## src/rtl/tune_pkg.sv

```systemverilog
package tune_pkg;
  localparam int FW = 2;           // bits per exponent field
  localparam int NF = 3;           // fields: capacity, ways, line
  localparam int CW = FW * NF;     // packed setting width

  typedef logic [CW-1:0] cfg_t;

  typedef enum logic [2:0] {
    S_IDLE,
    S_ISSUE,
    S_WAIT,
    S_STEP,
    S_DONE
  } tune_st_t;
endpackage

```

## src/rtl/tune_step.sv

```systemverilog
// Produces the next candidate for the field under selection and flags a
// field that can no longer be raised.
module tune_step
  import tune_pkg::*;
#(
  parameter int MAX_EXP = 2,
  parameter int SW      = 2
) (
  input  cfg_t          cur_i,
  input  logic [SW-1:0] sel_i,
  output logic          at_max_o,
  output cfg_t          cand_o
);
  logic [NF-1:0] sat;
  cfg_t          bumped [NF];

  for (genvar f = 0; f < NF; f++) begin : g_field
    logic [FW-1:0] fld;
    assign fld = cur_i[f*FW +: FW];
    assign sat[f] = (fld >= FW'(MAX_EXP));
    always_comb begin
      bumped[f] = cur_i;
      bumped[f][f*FW +: FW] = fld + FW'(1);
    end
  end

  always_comb begin
    at_max_o = 1'b1;
    cand_o   = cur_i;
    for (int f = 0; f < NF; f++) begin
      if (sel_i == SW'(f)) begin
        at_max_o = sat[f];
        cand_o   = bumped[f];
      end
    end
  end
endmodule

```

## src/rtl/tune_best.sv

```systemverilog
// Holds the strictly lowest EDP seen in a search and its setting.
module tune_best
  import tune_pkg::*;
#(
  parameter int EW = 32
) (
  input  logic          clk,
  input  logic          rst_n,
  input  logic          clr_i,
  input  cfg_t          clr_cfg_i,
  input  logic          upd_i,
  input  logic [EW-1:0] upd_edp_i,
  input  cfg_t          upd_cfg_i,
  output cfg_t          best_cfg_o
);
  logic [EW-1:0] best_edp;

  always_ff @(posedge clk or negedge rst_n) begin
    if (!rst_n) begin
      best_edp   <= '1;
      best_cfg_o <= '0;
    end else if (clr_i) begin
      best_edp   <= '1;
      best_cfg_o <= clr_cfg_i;
    end else if (upd_i && (upd_edp_i < best_edp)) begin
      best_edp   <= upd_edp_i;
      best_cfg_o <= upd_cfg_i;
    end
  end
endmodule

```

## src/rtl/tune_ctrl.sv

```systemverilog
module tune_ctrl
  import tune_pkg::*;
#(
  parameter int          EW       = 32,
  parameter int          MAX_EXP  = 2,
  parameter int          N_EXEC   = 3,
  parameter logic [5:0]  BASE_CFG = 6'h2A
) (
  input  logic          clk,
  input  logic          rst_n,
  input  logic          start_i,
  input  logic          new_win_i,
  input  logic [5:0]    mru_cfg_i,
  output logic          meas_req_o,
  output logic [5:0]    cand_cfg_o,
  input  logic          edp_valid_i,
  output logic          edp_ready_o,
  input  logic [EW-1:0] edp_i,
  output logic          done_o,
  output logic [5:0]    final_cfg_o
);
  localparam int SW = $clog2(NF + 1);
  localparam int JW = $clog2(N_EXEC + 1);

  tune_st_t      st;
  cfg_t          cur, cand, init_cfg, best_cfg, step_cand;
  logic [EW-1:0] prev_edp;
  logic [SW-1:0] sel;
  logic [JW-1:0] pass_no;
  logic          base_ph, step_max, take, worse;

  assign init_cfg = new_win_i ? cfg_t'(mru_cfg_i) : cfg_t'(BASE_CFG);
  assign take     = (st == S_WAIT) && edp_valid_i;
  assign worse    = edp_i > prev_edp;

  assign meas_req_o  = (st == S_ISSUE);
  assign edp_ready_o = (st == S_WAIT);
  assign done_o      = (st == S_DONE);
  assign cand_cfg_o  = cand;

  tune_step #(.MAX_EXP(MAX_EXP), .SW(SW)) u_step (
    .cur_i    (cur),
    .sel_i    (sel),
    .at_max_o (step_max),
    .cand_o   (step_cand)
  );

  tune_best #(.EW(EW)) u_best (
    .clk        (clk),
    .rst_n      (rst_n),
    .clr_i      ((st == S_IDLE) && start_i),
    .clr_cfg_i  (init_cfg),
    .upd_i      (take && (base_ph || !worse)),
    .upd_edp_i  (edp_i),
    .upd_cfg_i  (cand),
    .best_cfg_o (best_cfg)
  );

  always_ff @(posedge clk or negedge rst_n) begin
    if (!rst_n) begin
      st          <= S_IDLE;
      cur         <= '0;
      cand        <= '0;
      prev_edp    <= '0;
      sel         <= '0;
      pass_no     <= '0;
      base_ph     <= 1'b0;
      final_cfg_o <= BASE_CFG;
    end else begin
      unique case (st)
        S_IDLE: if (start_i) begin
          cur     <= init_cfg;
          cand    <= init_cfg;
          sel     <= '0;
          pass_no <= JW'(1);
          base_ph <= 1'b1;
          st      <= S_ISSUE;
        end
        S_ISSUE: st <= S_WAIT;
        S_WAIT: if (edp_valid_i) begin
          if (base_ph) begin
            prev_edp <= edp_i;
            base_ph  <= 1'b0;
          end else if (worse) begin
            cand <= cur;
            sel  <= sel + SW'(1);
          end else begin
            cur      <= cand;
            prev_edp <= edp_i;
          end
          st <= S_STEP;
        end
        S_STEP: begin
          if (sel == SW'(NF)) begin
            if (pass_no == JW'(N_EXEC)) begin
              final_cfg_o <= best_cfg;
              st          <= S_DONE;
            end else begin
              pass_no <= pass_no + JW'(1);
              cur     <= best_cfg;
              cand    <= best_cfg;
              sel     <= '0;
              base_ph <= 1'b1;
              st      <= S_ISSUE;
            end
          end else if (step_max) begin
            sel <= sel + SW'(1);
          end else begin
            cand <= step_cand;
            st   <= S_ISSUE;
          end
        end
        S_DONE: st <= S_IDLE;
        default: st <= S_IDLE;
      endcase
    end
  end
endmodule

```

## config.mk

```make
export PLATFORM = sky130hd
export DESIGN_NAME = tune_ctrl
export DESIGN_NICKNAME = d
export VERILOG_FILES = /design/src/rtl/tune_pkg.sv /design/src/rtl/tune_step.sv /design/src/rtl/tune_best.sv /design/src/rtl/tune_ctrl.sv
export SDC_FILE = /design/constraint.sdc
export NUM_CORES = 1
export LEC_CHECK = 0
export CAP_MARGIN = 10
export CORE_UTILIZATION = 59
export DETAILED_ROUTE_END_ITERATION = 7
export PLACE_DENSITY = 0.82
export SYNTH_ARGS = -nofsm -noshare
export SYNTH_HDL_FRONTEND = slang
export SYNTH_SLANG_ARGS = --single-unit
```

## constraint.sdc

```tcl
create_clock -name clk -period 3.3 [get_ports clk]
set_input_delay 0.66 -clock clk [delete_from_list [all_inputs] [get_ports clk]]
set_output_delay 0.66 -clock clk [all_outputs]
set_load 0.05 [all_outputs]
```

==> summary.md, run 1 <==
| Metric | Value |
|---|---|
| Setup crit end | u_best.best_edp[0]$_DFFE_PN1P_ |
| Register bit total from synthesis | 96 |
| Hold Buf Count CTS | 0 |
| Yosys synthesis warning count | 0 |
| Endpoint type of the worst setup path | flop |
| Fin Hold WS | around 0.26 ns |
| Clock-pin slew of the registers on the worst-case setup and hold paths | roughly 0.09 ns |
| Clk buf depth | 2 |
| Hold Fails Final Rpt | 0 |
| Slack of the critical path | between 0.04 and 0.05 ns |
| Net count reported at finish | ~880 |
| Uppermost routed layer | met4 |
| Relative slew margins | about 40% |
| Slew at the pin closest to its max-slew limit | just under 0.9 ns |
| Top area cells in the synthesized netlist | sky130_fd_sc_hd__dfrtp_1, sky130_fd_sc_hd__dfstp_2, sky130_fd_sc_hd__ha_1, sky130_fd_sc_hd__mux2_1, sky130_fd_sc_hd__a31oi_1 |
| Worst Setup Path Type | in -> reg |
| Initial antenna violation count | 0 |
| Fin area | roughly 7600 sq um |
| Number of standard cells after synthesis | approximately 680 |
| Final HPWL DP | roughly 12000 um |
| Per-instance average area after synthesis | around 9.4 sq um |
| Detail Route met3 WL | 1210 um |
| Reg2Reg Capture Point | u_best.best_edp[0]$_DFFE_PN1P_ |
| Latest clock arrival within the worst-skew pair | between 0.3 and 0.4 ns |
| Series of cell instances along the critical path | clkdlybuf4s50_1 > ha_1 > nand4_1 > buf_4 > nor4_2 > buf_4 > and3_1 > a211oi_2 > or2_4 > nor4_1 > o21ai_1 |
| Run status | finished clean |
| Post-place setup slack | -0.317 ns |
| Die W | 106 um |
| Violation count after the first detailed-route iteration | approximately 510 |
| Routed via count | between 5000 and 6000 |
| Cells resized by post-CTS repair | 0 |
| Area grow syn2layout | 19.4% |
| Most used flip-flop cell after synthesis | sky130_fd_sc_hd__dfrtp_1 |
| Metal2 WL | 7990 um |
| Register-to-register setup slack | roughly 0.36 ns |
| Reported max-cap violation count | 0 |
| Htree depth | 3 |
| Average detailed-routed wire length per instance | between 15 and 20 um |
| Portion of the post-synthesis area used by sequential elements | a little under two fifths |
| Post-synthesis cell area | around 6400 sq um |
| # DRC | 0 |
| Top cells by count, synth | sky130_fd_sc_hd__inv_1, sky130_fd_sc_hd__ha_1, sky130_fd_sc_hd__dfrtp_1 |
| Ratio of final minimum period to clock period | slightly below 100% |
| Kind of launch point of the worst setup path | input pin |
| Global-route wire length before repair | roughly 27000 um |
| Effective utilization at floorplan | ~60% |
| Power per cell area | approximately 930 nW/um^2 |
| Number of flops mapped to enable cells by yosys | 0 |
| Instance area at placement | approximately 7400 sq um |
| Cell chosen for the clock root | sky130_fd_sc_hd__clkbuf_8 |
| Pin count of the biggest net entering global routing | between 50 and 60 |
| Worst stage delay on the critical path | roughly 0.45 ns |
| Cell type with the highest aggregate area in the netlist | sky130_fd_sc_hd__dfrtp_1 |
| Hold Path Class | in -> async |
| Ratio of cells with drive above 1 in the final layout | between 10% and 20% |
| Overflow left after global routing | 0 |
| Setup crit start | edp_i[21] |
| Total CTS buffers | 9 |
| Antenna diode count | 0 |
| CTS tree | done |
| Top-area cell type share of the netlist area | 23.9% |
| Final-report setup violation count | 0 |
| Average via count per standard cell | 6.31 |
| R2R depth | 11 |
| Final Skew | 0.0109 ns |
| Count of final max-slew check failures | 0 |
| Count of input and output buffers | 57 |
| Clock period minus worst slack | ~3.3 ns |
| Leakage | around 3.5 nW |
| Number of library cell types mapped by synthesis | 56 |
| Top-level port count | 58 |
| Num rows | 37 |
| Crit Path Max Fanout | 38 |
| Gpl congestion | slightly below 0.9 |
| Share of async-settable or async-resettable flops after synthesis | 100% |
| Sink count of the clock tree | between 90 and 100 |
| Placeable core region | 10400 sq um |
| Detailed-routing wirelength on met1 | roughly 6800 um |
| Power, Total | 7.12 mW |
| TritonRoute pass-1 iters | 5 |
| Worst-case vdd ir drop | roughly 0.52 mV |
| Chip height | roughly 110 um |
| Total die area | 11200 sq um |
| Vias in the first global route | between 5000 and 6000 |
| Startpoint of the most critical register-to-register path | prev_edp[23]$_DFFE_PN0P_ |
| Post CTS Setup Buffer Count | 0 |
| Worst Path Required | 3.58 ns |
| Most numerous cell on the critical path | sky130_fd_sc_hd__buf_4 |
| Post-Synthesis Net Count | just under 800 |
| Worst endpoint data arrival time | about 3.5 ns |
| Maximum clock frequency | around 0.31 GHz |
| Count of antenna-violating nets left after detailed routing | 0 |
| Routed wire length | 16400 um |
| Most common cell in the synthesized netlist | sky130_fd_sc_hd__inv_1 |
| Worst path slowest cell | sky130_fd_sc_hd__nor4_2 |
| Global Route Usage Sum | a little under a third |
-- sequential cells by signal, summed over array words and instances, names as in the netlist --
name	cells
base_ph	1
cand_cfg_o	6
cur	6
final_cfg_o	6
pass_no	2
prev_edp	32
sel	2
st	3
u_best.best_cfg_o	6
u_best.best_edp	32
-- report_power, final --
| group | switching (mW) | total [mW] | internal (mW) | leakage (nW) |
|---|---|---|---|---|
| registers | 0.408 | 2.26 | 1.85 | 1.09 |
| clock network | 0.434 | 0.860 | 0.426 | 0.101 |
| logic | 2.38 | 4.00 | 1.62 | 2.27 |
-- kinds of logic (layout without fill, tap and decap cells) --
logic type,Yosys count,in the layout,synth area share (%)
multiplexers,40,40,7.01
XOR/XNOR,3,3,0.411
adder cells (fa/ha/maj),71,71,13.9
AND/OR/NAND/NOR,159,159,14.0
flip-flops,96,96,38.3
buffers and inverters,115,206,7.74
AO/OA/AOI/OAI,195,195,18.6
-- metrics by stage --
step                util [%]  cells  setup TNS, ns
floorplan                  -    679              0
global placement        70.9    890         -11.40
detailed placement      70.9    890         -18.49
CTS                     73.0    906              0
global route            73.2    906         -0.904
finish                  73.2    906              0
-- worst min path at each step --
stage,cells after the start,end,startpoint,slack (ns)
detailed placement,1,prev_edp[20]$_DFFE_PN0P_,prev_edp[20]$_DFFE_PN0P_,0.48
global placement,1,prev_edp[30]$_DFFE_PN0P_,prev_edp[30]$_DFFE_PN0P_,0.47
finish,1,prev_edp[22]$_DFFE_PN0P_,rst_n,0.26
global route,1,prev_edp[21]$_DFFE_PN0P_,rst_n,0.29
CTS,1,prev_edp[23]$_DFFE_PN0P_,rst_n,0.27
floorplan,0,base_ph$_DFFE_PN0P_,rst_n,0.36
-- layout by cell type, fill, tap and decap left out, drive strengths merged, types with 16 or more instances in the layout --
| master | count |
|---|---|
| dfstp | 35 |
| dfrtp | 61 |
| nor4 | 34 |
| clkdlybuf4s50 | 56 |
| buf | 62 |
| nor2 | 33 |
| a21oi | 39 |
| mux2 | 38 |
| inv | 72 |
| ha | 71 |
| o21ai | 57 |
| a31oi | 50 |
| nand4 | 16 |
| nand2 | 33 |
-- critical path: cells and delay by family --
family,cells,cell delay (ns)
buffers and inverters,3,0.79
adder cells (fa/ha/maj),1,0.32
AO/OA/AOI/OAI,2,0.18
AND/OR/NAND/NOR,5,1.57
-- area by class of cell --
| type | instances | area (sq um) |
|---|---|---|
| clock buffers | 9 | 124 |
| clock inverters | 7 | 96.3 |
| fillers | 724 | 2790 |
| inverters | 72 | 270 |
| multi-input cells | 468 | 3470 |
| flip-flops and latches | 96 | 2450 |
| well taps | 136 | 170 |
| repair buffers | 118 | 1050 |
-- metal layers --
metal  global-route usage, %  vias to the layer above
met5                       0                        -
met4                    11.6                        0
met3                    4.97                       32
met2                    51.3                      249
met1                    39.9                     2777
li1                        -                     2660
(Power assumes the default switching activity.)
==> run 2: changes to the inputs <==
==> constraint.sdc (replaced) <==
create_clock -name clk -period 3.3 [get_ports clk]
set_input_delay 0.66 -clock clk [delete_from_list [all_inputs] [get_ports clk]]
set_output_delay 0.66 -clock clk [all_outputs]
set_load 0.02 [all_outputs]
==> run 2 against run 1 <==
Power decreased by 3.3%. Via count decreased by 0.23%. Critical path depth decreased by 1. Utilization decreased by 0.23 points. Critical path type unchanged. Critical endpoint is now prev_edp[16]$_DFFE_PN0P_.
==> summary.md, run 2 (same netlist as run 1, synthesis figures left out) <==
| Metric | Value |
|---|---|
| Routed wire length | 16400 um (+0.49%) |
| Instance area at placement | 7370 sq um (-0.20%) |
| Relative slew margins | 48.1% (+7.1 points) |
| Final Skew | 0.00900 ns (-0.00186 ns) |
| Final HPWL DP | 11900 um (+2.9%) |
| Die W | 106 um (unchanged) |
| Slack of the critical path | 0.124 ns (+0.0748 ns) |
| Count of antenna-violating nets left after detailed routing | 0 (unchanged) |
| Overflow left after global routing | 0 (unchanged) |
| Global-route wire length before repair | 27600 um (+0.55%) |
| Hold Path Class | in -> async |
| Cell chosen for the clock root | sky130_fd_sc_hd__clkbuf_8 |
| Final-report setup violation count | 0 (unchanged) |
| Top-level port count | 58 (unchanged) |
| Series of cell instances along the critical path | clkdlybuf4s50_1 > ha_1 > nand4_1 > or4_4 > a211oi_1 > o31a_1 > nor2_2 > nand2_2 > buf_4 > mux2_1 |
| Internal power of the cells | 3.87 mW (-0.64%) |
| # DRC | 0 (unchanged) |
| Total CTS buffers | 9 (unchanged) |
| Clock-pin slew of the registers on the worst-case setup and hold paths | 0.09 ns (about the same) |
| Post CTS Setup Buffer Count | 0 (unchanged) |
| Average detailed-routed wire length per instance | 18.2 um (+0.72%) |
| Instance count after placement with tap cells included | 888 (-0.22%) |
| Effective utilization at floorplan | 61.3% (unchanged) |
| Crit Path Max Fanout | 12 (-68%) |
| Share of power burned in registers | 32.8% (+1.1 points) |
| Power, Total | 6.88 mW (-3.3%) |
| R2R depth | 10 (-1) |
| Post-place setup slack | -0.339 ns (-0.0220 ns) |
| Startpoint of the most critical register-to-register path | prev_edp[27]$_DFFE_PN0P_ |
| Global Route Usage Sum | 31.0% (+0.38 points) |
| Fraction of met3 tracks used by global routing | 3.92% (-1.0 points) |
| Average via count per standard cell | 6.31 (about the same) |
| Worst Path Required | 3.55 ns (-0.03 ns) |
| Net switching power | 3.01 mW (-6.5%) |
| Register-to-register setup slack | 0.48 ns (+0.12 ns) |
| Fraction of power consumed by the clock network | 12.5% (+0.4 points) |
| Ratio of cells with drive above 1 in the final layout | 17.3% (-0.34 points) |
| Worst endpoint data arrival time | 3.42 ns (-0.11 ns) |
| Antenna diode count | 0 (unchanged) |
| Fill cell instance count of the final layout | 757 (+4.6%) |
| Met1 Resource Use GR | 41.6% (+1.7 points) |
| Leakage | 3.46 nW (-0.11%) |
| Pin count of the biggest net entering global routing | 58 (unchanged) |
| Initial antenna violation count | 0 (unchanged) |
| Total die area | 11200 sq um (unchanged) |
| Clk buf depth | 2 (unchanged) |
| Worst path top cell family by delay | simple AND/OR/NAND/NOR gates |
| Endpoint type of the worst setup path | flop |
| Worst path slowest cell | sky130_fd_sc_hd__or4_4 |
| Proportion of power drawn by combinational gates | 54.7% (-1.5 points) |
| Num rows | 37 (unchanged) |
| Placeable core region | 10400 sq um (unchanged) |
| Reg2Reg Capture Point | prev_edp[16]$_DFFE_PN0P_ |
| Sink count of the clock tree | 96 (unchanged) |
| Clock period minus worst slack | 3.18 ns (-0.0748 ns) |
| Gpl congestion | 0.858 (-1.7%) |
| Bufs and invs on worst path | 2 (-1) |
| Chip height | 106 um (unchanged) |
| Final instance count without filler cells | 904 (-0.22%) |
| Total Neg Setup Slack | 0 ns (unchanged) |
| Leading cell types in the layout, fill and taps excluded | sky130_fd_sc_hd__inv_1, sky130_fd_sc_hd__ha_1, sky130_fd_sc_hd__dfrtp_1, sky130_fd_sc_hd__buf_4, sky130_fd_sc_hd__clkdlybuf4s50_1 |
| Setup crit start | edp_i[27] |
| Worst stage delay on the critical path | 0.56 ns (+0.11 ns) |
| Htree depth | 3 (unchanged) |
| Worst Setup Path Type | in -> reg |
| Power per cell area | 906 nW/um^2 (-3.0%) |
| Net count reported at finish | 877 (-0.23%) |
| Violation count after the first detailed-route iteration | 373 (-26%) |
| TritonRoute pass-1 iters | 5 (unchanged) |
| Switching power share of the total | 43.7% (-1.5 points) |
| Critical Path Stages | 10 (-1) |
| Fin area | 7600 sq um (-0.31%) |
| Latest clock arrival within the worst-skew pair | 0.37 ns (about the same) |
| Run status | finished clean |
| Most used routing layer | met2 |
| Reported max-cap violation count | 0 (unchanged) |
| Vias in the first global route | 5766 (+0.51%) |
| Setup crit end | prev_edp[16]$_DFFE_PN0P_ |
| Kind of launch point of the worst setup path | input pin |
| Biggest registers after layout | prev_edp x32, u_best.best_edp x32 |
| Ratio of final minimum period to clock period | 96.2% (-2.3 points) |
| Hold Fails Final Rpt | 0 (unchanged) |
| Met2 routing resource usage after global routing | 51.3% (about the same) |
| Area grow syn2layout | 19.0% |
| CTS tree | done |
| Count of final max-slew check failures | 0 (unchanged) |
| Worst-case vdd ir drop | 0.511 mV (-1.0%) |
| Maximum clock frequency | 0.315 GHz (+2.4%) |
| Count of input and output buffers | 57 (unchanged) |
| Routed via count | 5705 (-0.23%) |
| Most common cell after layout, fill and taps aside | sky130_fd_sc_hd__inv_1 |
| Slew at the pin closest to its max-slew limit | 0.776 ns (-0.106 ns) |
==> run 2: cell count changes in the layout (fill, tap and decap cells not counted), sizes merged <==
cell      previous run  this run
buf                 62        60
clkbuf               9        10
clkinv               2         4
clkinvlp             3         0
==> run 2: worst register-to-register path, stage by stage, from the launching register on <==
cell	delay [ns]
sky130_fd_sc_hd__dfrtp_1	0.35
sky130_fd_sc_hd__inv_1	0.06
sky130_fd_sc_hd__ha_1	0.29
sky130_fd_sc_hd__nand4_1	0.20
sky130_fd_sc_hd__or4_4	0.56
sky130_fd_sc_hd__a211oi_1	0.25
sky130_fd_sc_hd__o31a_1	0.22
sky130_fd_sc_hd__nor2_2	0.06
sky130_fd_sc_hd__nand2_2	0.10
sky130_fd_sc_hd__buf_4	0.23
sky130_fd_sc_hd__mux2_1	0.37
==> run 2: final cells by class <==
cell class              instances  area (sq um)  area share [%]
flip-flops and latches         96          2450            32.2
clock inverters                 6          83.8            1.10
repair buffers                116          1040            13.6
well taps                     136           170            2.24
multi-input cells             468          3470            45.6
inverters                      72           270            3.56
clock buffers                  10           128            1.68
==> run 2: how the worst min path moves through the flow <==
stage,cells after the start,slack [ns],endpoint
2_1_floorplan,0,0.36,base_ph$_DFFE_PN0P_
4_1_cts,1,0.28,prev_edp[22]$_DFFE_PN0P_
5_1_grt,1,0.30,prev_edp[22]$_DFFE_PN0P_
6_report,1,0.27,prev_edp[21]$_DFFE_PN0P_
3_3_place_gp,1,0.47,prev_edp[15]$_DFFE_PN0P_
3_5_place_dp,1,0.48,prev_edp[12]$_DFFE_PN0P_
==> run 2: what timing repair did <==
item                       CTS  global route
hold endpoints to repair     0             0
hold buffers                 0             0
setup endpoints to repair    0            37
gates resized for setup      0             3
==> run 2: metal layers <==
layer	wire length, um	up-vias
met5	0	-
met1	7040	2782
met4	325	0
met3	1070	29
li1	-	2659
met2	8020	235
==> run 2: per-stage QoR <==
stage / hold WS, ns / utilization [%]
5_1_grt: 0.299 / 73.0
3_5_place_dp: 0.481 / 70.8
2_1_floorplan: 0.364 / -
4_1_cts: 0.279 / 72.8
6_report: 0.268 / 73.0
3_3_place_gp: 0.474 / 70.8
==> run 2: power by group through the flow <==
stage	Combinational [mW]	Sequential, mW	Clock (mW)
after floorplan	2.61	2.21	0
final	3.77	2.26	0.858
after detailed placement	3.69	2.26	0
after CTS	3.72	2.25	0.868
after global routing	4.19	2.33	0.918
after global placement	3.49	2.22	0
